### config.mk
export PLATFORM = sky130hd
export DESIGN_NAME = qenc_timer
export DESIGN_NICKNAME = d
export VERILOG_FILES = /design/src/rtl/qenc_pkg.sv /design/src/rtl/qenc_sync.sv /design/src/rtl/qenc_decode.sv /design/src/rtl/qenc_count.sv /design/src/rtl/qenc_timer.sv
export SDC_FILE = /design/constraint.sdc
export NUM_CORES = 1
export LEC_CHECK = 0
export BUFFER_PORTS_ARGS = -buffer_cell sky130_fd_sc_hd__buf_4
export CORE_MARGIN = 2
export CORE_UTILIZATION = 54
export DETAILED_ROUTE_END_ITERATION = 10
export PLACE_DENSITY = 0.89
export SYNTH_ARGS = -nofsm -noshare
export SYNTH_HDL_FRONTEND = slang
export SYNTH_HIERARCHICAL = 1
export SYNTH_SLANG_ARGS = --single-unit
### constraint.sdc
create_clock -name clk -period 3.8 [get_ports clk]
set_input_delay 0.38 -clock clk [delete_from_list [all_inputs] [get_ports clk]]
set_output_delay 0.38 -clock clk [all_outputs]
set_load 0.02 [all_outputs]
### src/rtl/qenc_pkg.sv
package qenc_pkg;
  localparam int OFF_CTRL   = 'h00;
  localparam int OFF_MODE   = 'h08;
  localparam int OFF_CNT    = 'h24;
  localparam int OFF_PRESET = 'h2C;

  localparam int BIT_EN   = 0;
  localparam int BIT_DIR  = 4;
  localparam int BIT_BUF  = 7;

  typedef enum logic [2:0] {
    SRC_CLK   = 3'd0,
    SRC_A     = 3'd1,
    SRC_B     = 3'd2,
    SRC_QUAD  = 3'd3
  } src_mode_e;
endpackage

### src/rtl/qenc_sync.sv
module qenc_sync #(
  parameter int LINES = 2
) (
  input  logic             clk,
  input  logic             rst_n,
  input  logic [LINES-1:0] async_in,
  output logic [LINES-1:0] level,
  output logic [LINES-1:0] toggled
);
  for (genvar i = 0; i < LINES; i++) begin : g_line
    logic s1_q, s2_q, prev_q;

    always_ff @(posedge clk or negedge rst_n) begin
      if (!rst_n) begin
        s1_q   <= 1'b0;
        s2_q   <= 1'b0;
        prev_q <= 1'b0;
      end else begin
        s1_q   <= async_in[i];
        s2_q   <= s1_q;
        prev_q <= s2_q;
      end
    end

    assign level[i]   = s2_q;
    assign toggled[i] = s2_q ^ prev_q;
  end
endmodule

### src/rtl/qenc_decode.sv
module qenc_decode
  import qenc_pkg::*;
(
  input  logic       clk,
  input  logic       rst_n,
  input  logic [2:0] mode,
  input  logic       enable,
  input  logic       sw_down,
  input  logic       a_lvl,
  input  logic       b_lvl,
  input  logic       a_chg,
  input  logic       b_chg,
  output logic       step,
  output logic       step_up,
  output logic       dir_rb
);
  logic hw_down_q, hw_down_d;
  logic enc_mode;

  always_comb begin
    step    = 1'b0;
    step_up = 1'b1;
    unique case (mode)
      SRC_CLK: begin
        step    = enable;
        step_up = !sw_down;
      end
      SRC_A: begin
        step    = enable && a_chg;
        step_up = !b_lvl;
      end
      SRC_B: begin
        step    = enable && b_chg;
        step_up = !a_lvl;
      end
      SRC_QUAD: begin
        step    = enable && (a_chg ^ b_chg);
        step_up = a_chg ? (a_lvl != b_lvl) : (b_lvl == a_lvl);
      end
      default: begin
        step    = 1'b0;
        step_up = 1'b1;
      end
    endcase
  end

  assign enc_mode = (mode == SRC_A) || (mode == SRC_B) || (mode == SRC_QUAD);

  always_comb begin
    hw_down_d = hw_down_q;
    if (enc_mode && step) hw_down_d = !step_up;
  end

  always_ff @(posedge clk or negedge rst_n) begin
    if (!rst_n) hw_down_q <= 1'b0;
    else        hw_down_q <= hw_down_d;
  end

  assign dir_rb = enc_mode ? hw_down_q : sw_down;
endmodule

### src/rtl/qenc_count.sv
module qenc_count #(
  parameter int CNT_W = 16
) (
  input  logic             clk,
  input  logic             rst_n,
  input  logic             step,
  input  logic             step_up,
  input  logic             sw_wr,
  input  logic [CNT_W-1:0] sw_data,
  input  logic [CNT_W-1:0] preset,
  input  logic             buf_en,
  output logic [CNT_W-1:0] cnt,
  output logic [CNT_W-1:0] shadow,
  output logic             upd
);
  logic [CNT_W-1:0] cnt_q, cnt_d, shadow_q, shadow_d, top_eff;
  logic             upd_q, upd_d, wrap_up, wrap_dn;

  assign top_eff = buf_en ? shadow_q : preset;
  assign wrap_up = step && step_up && (cnt_q >= top_eff);
  assign wrap_dn = step && !step_up && (cnt_q == '0);

  always_comb begin
    cnt_d = cnt_q;
    if (sw_wr)        cnt_d = sw_data;
    else if (wrap_up) cnt_d = '0;
    else if (wrap_dn) cnt_d = preset;
    else if (step)    cnt_d = step_up ? cnt_q + CNT_W'(1) : cnt_q - CNT_W'(1);
  end

  assign upd_d    = !sw_wr && (wrap_up || wrap_dn);
  assign shadow_d = (!buf_en || upd_d) ? preset : shadow_q;

  always_ff @(posedge clk or negedge rst_n) begin
    if (!rst_n) begin
      cnt_q    <= '0;
      shadow_q <= '1;
      upd_q    <= 1'b0;
    end else begin
      cnt_q    <= cnt_d;
      shadow_q <= shadow_d;
      upd_q    <= upd_d;
    end
  end

  assign cnt    = cnt_q;
  assign shadow = shadow_q;
  assign upd    = upd_q;
endmodule

### src/rtl/qenc_timer.sv
module qenc_timer
  import qenc_pkg::*;
#(
  parameter int CNT_W  = 16,
  parameter int ADDR_W = 6
) (
  input  logic              clk,
  input  logic              rst_n,
  input  logic              reg_en,
  input  logic              reg_wr,
  input  logic [ADDR_W-1:0] reg_addr,
  input  logic [CNT_W-1:0]  reg_wdata,
  output logic [CNT_W-1:0]  reg_rdata,
  input  logic              enc_a,
  input  logic              enc_b,
  output logic              upd_evt
);
  localparam int LINES = 2;

  logic              wr_ctrl, wr_mode, wr_cnt, wr_preset;
  logic              ctrl_en_q, ctrl_dir_q, ctrl_buf_q;
  logic              ctrl_en_d, ctrl_dir_d, ctrl_buf_d;
  logic [2:0]        mode_q, mode_d;
  logic [CNT_W-1:0]  preset_q, preset_d;
  logic [LINES-1:0]  lvl, chg;
  logic              step, step_up, dir_rb;
  logic [CNT_W-1:0]  cnt_val, shadow_val;

  assign wr_ctrl   = reg_en && reg_wr && (reg_addr == ADDR_W'(OFF_CTRL));
  assign wr_mode   = reg_en && reg_wr && (reg_addr == ADDR_W'(OFF_MODE));
  assign wr_cnt    = reg_en && reg_wr && (reg_addr == ADDR_W'(OFF_CNT));
  assign wr_preset = reg_en && reg_wr && (reg_addr == ADDR_W'(OFF_PRESET));

  always_comb begin
    ctrl_en_d  = ctrl_en_q;
    ctrl_dir_d = ctrl_dir_q;
    ctrl_buf_d = ctrl_buf_q;
    mode_d     = mode_q;
    preset_d   = preset_q;
    if (wr_ctrl) begin
      ctrl_en_d  = reg_wdata[BIT_EN];
      ctrl_dir_d = reg_wdata[BIT_DIR];
      ctrl_buf_d = reg_wdata[BIT_BUF];
    end
    if (wr_mode)   mode_d   = reg_wdata[2:0];
    if (wr_preset) preset_d = reg_wdata;
  end

  always_ff @(posedge clk or negedge rst_n) begin
    if (!rst_n) begin
      ctrl_en_q  <= 1'b0;
      ctrl_dir_q <= 1'b0;
      ctrl_buf_q <= 1'b0;
      mode_q     <= 3'd0;
      preset_q   <= '1;
    end else begin
      ctrl_en_q  <= ctrl_en_d;
      ctrl_dir_q <= ctrl_dir_d;
      ctrl_buf_q <= ctrl_buf_d;
      mode_q     <= mode_d;
      preset_q   <= preset_d;
    end
  end

  qenc_sync #(.LINES(LINES)) u_sync (
    .clk      (clk),
    .rst_n    (rst_n),
    .async_in ({enc_b, enc_a}),
    .level    (lvl),
    .toggled  (chg)
  );

  qenc_decode u_decode (
    .clk     (clk),
    .rst_n   (rst_n),
    .mode    (mode_q),
    .enable  (ctrl_en_q),
    .sw_down (ctrl_dir_q),
    .a_lvl   (lvl[0]),
    .b_lvl   (lvl[1]),
    .a_chg   (chg[0]),
    .b_chg   (chg[1]),
    .step    (step),
    .step_up (step_up),
    .dir_rb  (dir_rb)
  );

  qenc_count #(.CNT_W(CNT_W)) u_count (
    .clk     (clk),
    .rst_n   (rst_n),
    .step    (step),
    .step_up (step_up),
    .sw_wr   (wr_cnt),
    .sw_data (reg_wdata),
    .preset  (preset_q),
    .buf_en  (ctrl_buf_q),
    .cnt     (cnt_val),
    .shadow  (shadow_val),
    .upd     (upd_evt)
  );

  always_comb begin
    reg_rdata = '0;
    if (reg_en && !reg_wr) begin
      case (reg_addr)
        ADDR_W'(OFF_CTRL): begin
          reg_rdata[BIT_EN]  = ctrl_en_q;
          reg_rdata[BIT_DIR] = dir_rb;
          reg_rdata[BIT_BUF] = ctrl_buf_q;
        end
        ADDR_W'(OFF_MODE):   reg_rdata[2:0] = mode_q;
        ADDR_W'(OFF_CNT):    reg_rdata = cnt_val;
        ADDR_W'(OFF_PRESET): reg_rdata = preset_q;
        default:             reg_rdata = '0;
      endcase
    end
  end
endmodule

==> metrics.md <==
| Metric | Value |
|---|---|
| Worst-Skew Late Latency | `0.37 ns` |
| Fillers | `621` |
| Seq/Total Area, Yosys | `34.67%` |
| Crit end category | `flop` |
| # IOs | `45` |
| Post-synthesis cell type count | `63` |
| WP data arrival | `3.83 ns` |
| Post-Syn Area per Cell | `10.34 sq um` |
| FF-to-FF path depth | `14` |
| Detail-routed net length per standard cell | `19.44 um` |
| Synth Register Bits | `62` |
| Status | `completed` |
| Area growth from synthesis to layout | `13.57%` |
| WP data required | `4.05 ns` |
| Ys async rst share | `100.0%` |
| Htree depth | `3` |
| RSZ-0062 raised after global routing | `no` |
| HP Class | `in -> async` |
| Syn nets | `503` |
| Setup crit end | `u_count/cnt[8]` |
| Yosys warning total | `6` |
| DR DRC count | `0` |
| Synth area leader | `dfstp_2` |
| Initial DRC count | `418` |
| Synth top area cells | `dfstp_2, dfrtp_1, mux2i_1` |
| Setup TNS Final | `0 ns` |
| Via count | `3779` |
| Via density | `6.319` |
| Fin. Hold Viols | `0` |
| Initial core utilization | `55.87%` |
| Reg2reg end | `u_count/cnt[8]` |
| Die X | `96.20 um` |
| Worst Max-Slew Pin Slew | `1.070 ns` |
| Port bufs | `44` |
| Slew headroom | `28.63%` |
| Placer Congestion | `0.8919` |
| Clock Tree Buf Depth | `2` |
| Largest net degree at the start of global routing | `63` |
| Minimum clock period after layout | `3.581 ns` |
| CTS Hold Bufs | `0` |
| Antenna violations before repair | `0` |
| Share of layout cells above drive strength 1 | `31.85%` |
| Critical Path Source Type | `flop` |
| Maximum vdd ir drop | `0.2762 mV` |
| Min Hold Slack | `0.07648 ns` |
| Core Footprint | `0.008217 sq mm` |
| Die area | `0.009254 sq mm` |
| FF-to-FF Start | `u_sync/g_line[0].s2_q` |
| Fin nets | `547` |
| Leak | `2.295 nW` |
| Flop-to-flop setup slack | `0.22 ns` |
| Clk sink count | `62` |
| Worst Path Max Fanout | `5` |
| PwrDens | `583.5 mW/mm^2` |
| Clock Pin Slew Worst Setup and Hold Paths | `0.08 ns` |
| Ant. Diodes | `0` |
| Rows | `33` |
| CTS tree | `built` |
| Post-synth EDFFs | `0` |
| # setup viols final | `0` |
| DP HPWL | `8421 um` |
| Number of global-route vias before repair | `3590` |
| Synth top area share | `18.32%` |
| Mapped cell area | `0.004591 sq mm` |
| Clock root buffer | `clkbuf_8` |
| Fmax | `279.3 MHz` |
| Skew final | `0.01226 ns` |
| Main synth FF type | `dfstp_2` |
| First-pass GRT wire length | `18320 um` |
| Total CTS buffers | `9` |
| Max Cap Viol | `0` |
| GRT Total Usage | `26.17%` |
| Syn Inst Count | `444` |
| Post-route ant nets | `0` |
| Period utilization | `94.23%` |
| CP Class | `reg -> reg` |
| Final slew viol count | `0` |
| Total gr overflow | `0` |
| Crit. Startpoint | `u_sync/g_line[0].s2_q` |
| Drt first pass iters | `5` |
| Final WL | `11630 um` |
| Die Height | `96.20 um` |
## registers in the layout, indices dropped and copies added, names as in the netlist, 2 cells and up
| signal | flops |
|---|---|
| preset_q | 16 |
| u_sync/g_line.prev_q | 2 |
| u_count/shadow | 16 |
| u_count/cnt | 16 |
| mode_q | 3 |
| u_sync/g_line.s1_q | 2 |
| u_sync/g_line.s2_q | 2 |
## metal layers
metal / global-route usage, % / share of wire [%] / wire (um) / vias up
li1: - / - / - / 1746
met1: 36.39 / 45 / 5218 / 1854
met2: 40.22 / 48 / 5530 / 143
met3: 4.464 / 4.7 / 548 / 36
met4: 10.95 / 2.8 / 327 / 0
met5: 0 / 0 / 0 / -
## stage by stage
stage / area [sq um] / std cells / util, % / setup slack, ns / total power [W]
after global placement: 4991 / 582 / 60.74 / 0.3491 / 0.002322
after global routing: 5214 / 598 / 63.45 / 0.01761 / 0.003228
after CTS: 5190 / 598 / 63.16 / 0.06275 / 0.003000
after detailed placement: 4991 / 582 / 60.74 / 0.1180 / 0.002390
final: 5214 / 598 / 63.45 / 0.2192 / 0.003042
after floorplan: 4591 / 444 / - / 0.2249 / 0.002000
## cell type report
type / count / area (sq um) / share of cell area [%]
clock buffers: 9 / 123.9 / 2.376
clock inverters: 7 / 75.07 / 1.440
inverters: 8 / 30.03 / 0.5760
multi-input cells: 356 / 2874 / 55.12
flip-flops and latches: 62 / 1593 / 30.55
well taps: 105 / 131.4 / 2.520
repair buffers: 51 / 386.6 / 7.415
## cells in the final DEF (no fill, tap or decap), types with 5 or more instances in the layout
| cell type | synthesis | routed |
|---|---|---|
| nand3_1 | 10 | 10 |
| mux2_2 | 21 | 21 |
| nor3b_1 | 15 | 15 |
| buf_4 | 3 | 50 |
| ha_1 | 30 | 30 |
| mux2_4 | 20 | 20 |
| dfrtp_1 | 30 | 29 |
| a21oi_1 | 34 | 34 |
| dfstp_2 | 32 | 32 |
| nor2_1 | 35 | 35 |
| o21ai_0 | 26 | 26 |
| inv_1 | 8 | 7 |
| mux2i_1 | 39 | 39 |
| xor2_1 | 8 | 7 |
| a2bb2oi_1 | 6 | 6 |
| nand2_1 | 29 | 29 |
| xnor2_1 | 7 | 7 |
| a211oi_1 | 6 | 6 |
| nor2b_1 | 5 | 5 |
| clkbuf_8 | 0 | 9 |
## worst min-delay path by stage
stage / start / endpoint / slack [ns]
6_report: rst_n / u_count/cnt[4] / 0.08
4_1_cts: rst_n / u_count/cnt[4] / 0.11
5_1_grt: enc_b / u_sync/g_line[1].s1_q / 0.12
3_3_place_gp: u_sync/g_line[1].s1_q / u_sync/g_line[1].s2_q / 0.33
2_1_floorplan: rst_n / ctrl_buf_q / 0.08
3_5_place_dp: u_sync/g_line[0].s1_q / u_sync/g_line[0].s2_q / 0.34
## critical path: stages (launching register included)
cell and delay [ns]:
dfrtp_2 0.46, xor2_4 0.19, xor2_1 0.22, mux2i_1 0.26, a221oi_2 0.09, nand2b_1 0.14, inv_2 0.09, fa_1 0.49
a211oi_1 0.31, nor2_1 0.16, o221a_2 0.31, or3_1 0.30, nand3_1 0.09, a21boi_1 0.06, a221o_1 0.31
## cell families after synthesis
group                    after synthesis  synth area share, %
AO/OA/AOI/OAI                        107                15.29
AND/OR/NAND/NOR                      122                14.66
XOR/XNOR                              15                2.862
buffers and inverters                 26                3.462
adder cells (fa/ha/maj)               31                8.613
multiplexers                          81                20.44
flip-flops                            62                34.67
## where the power goes
group	switching [W]	internal, W	leakage, nW
sequential	0.000217	0.000802	0.721
clock	0.000290	0.000303	0.0914
combinational	0.000799	0.000631	1.48
total	0.00131	0.00174	2.29
## repair_timing
| item | CTS | global route |
|---|---|---|
| hold endpoints to repair | 0 | 0 |
| setup buffers | 0 | 0 |
| gates resized for setup | 0 | 5 |
| endpoints found under the setup margin | 0 | 7 |
## Yosys cell counts (3+ instances only)
cell type,instances
nand3b_1,3
a31oi_1,3
o21ai_0,26
a21o_1,4
or3_1,3
ha_1,30
inv_1,8
mux2i_1,39
nor2b_1,5
nand2_1,29
and3_1,3
nor3b_1,15
mux2_2,21
dfrtp_1,30
buf_4,3
a21oi_1,34
o2111ai_1,3
xor2_1,8
nand3_1,10
nor2_1,35
clkbuf_1,7
a211oi_1,6
mux2_4,20
xnor2_1,7
dfstp_2,32
nor3_1,4
a2bb2oi_1,6
o21a_1,3
Note: power is estimated with default switching activity, not from simulation.
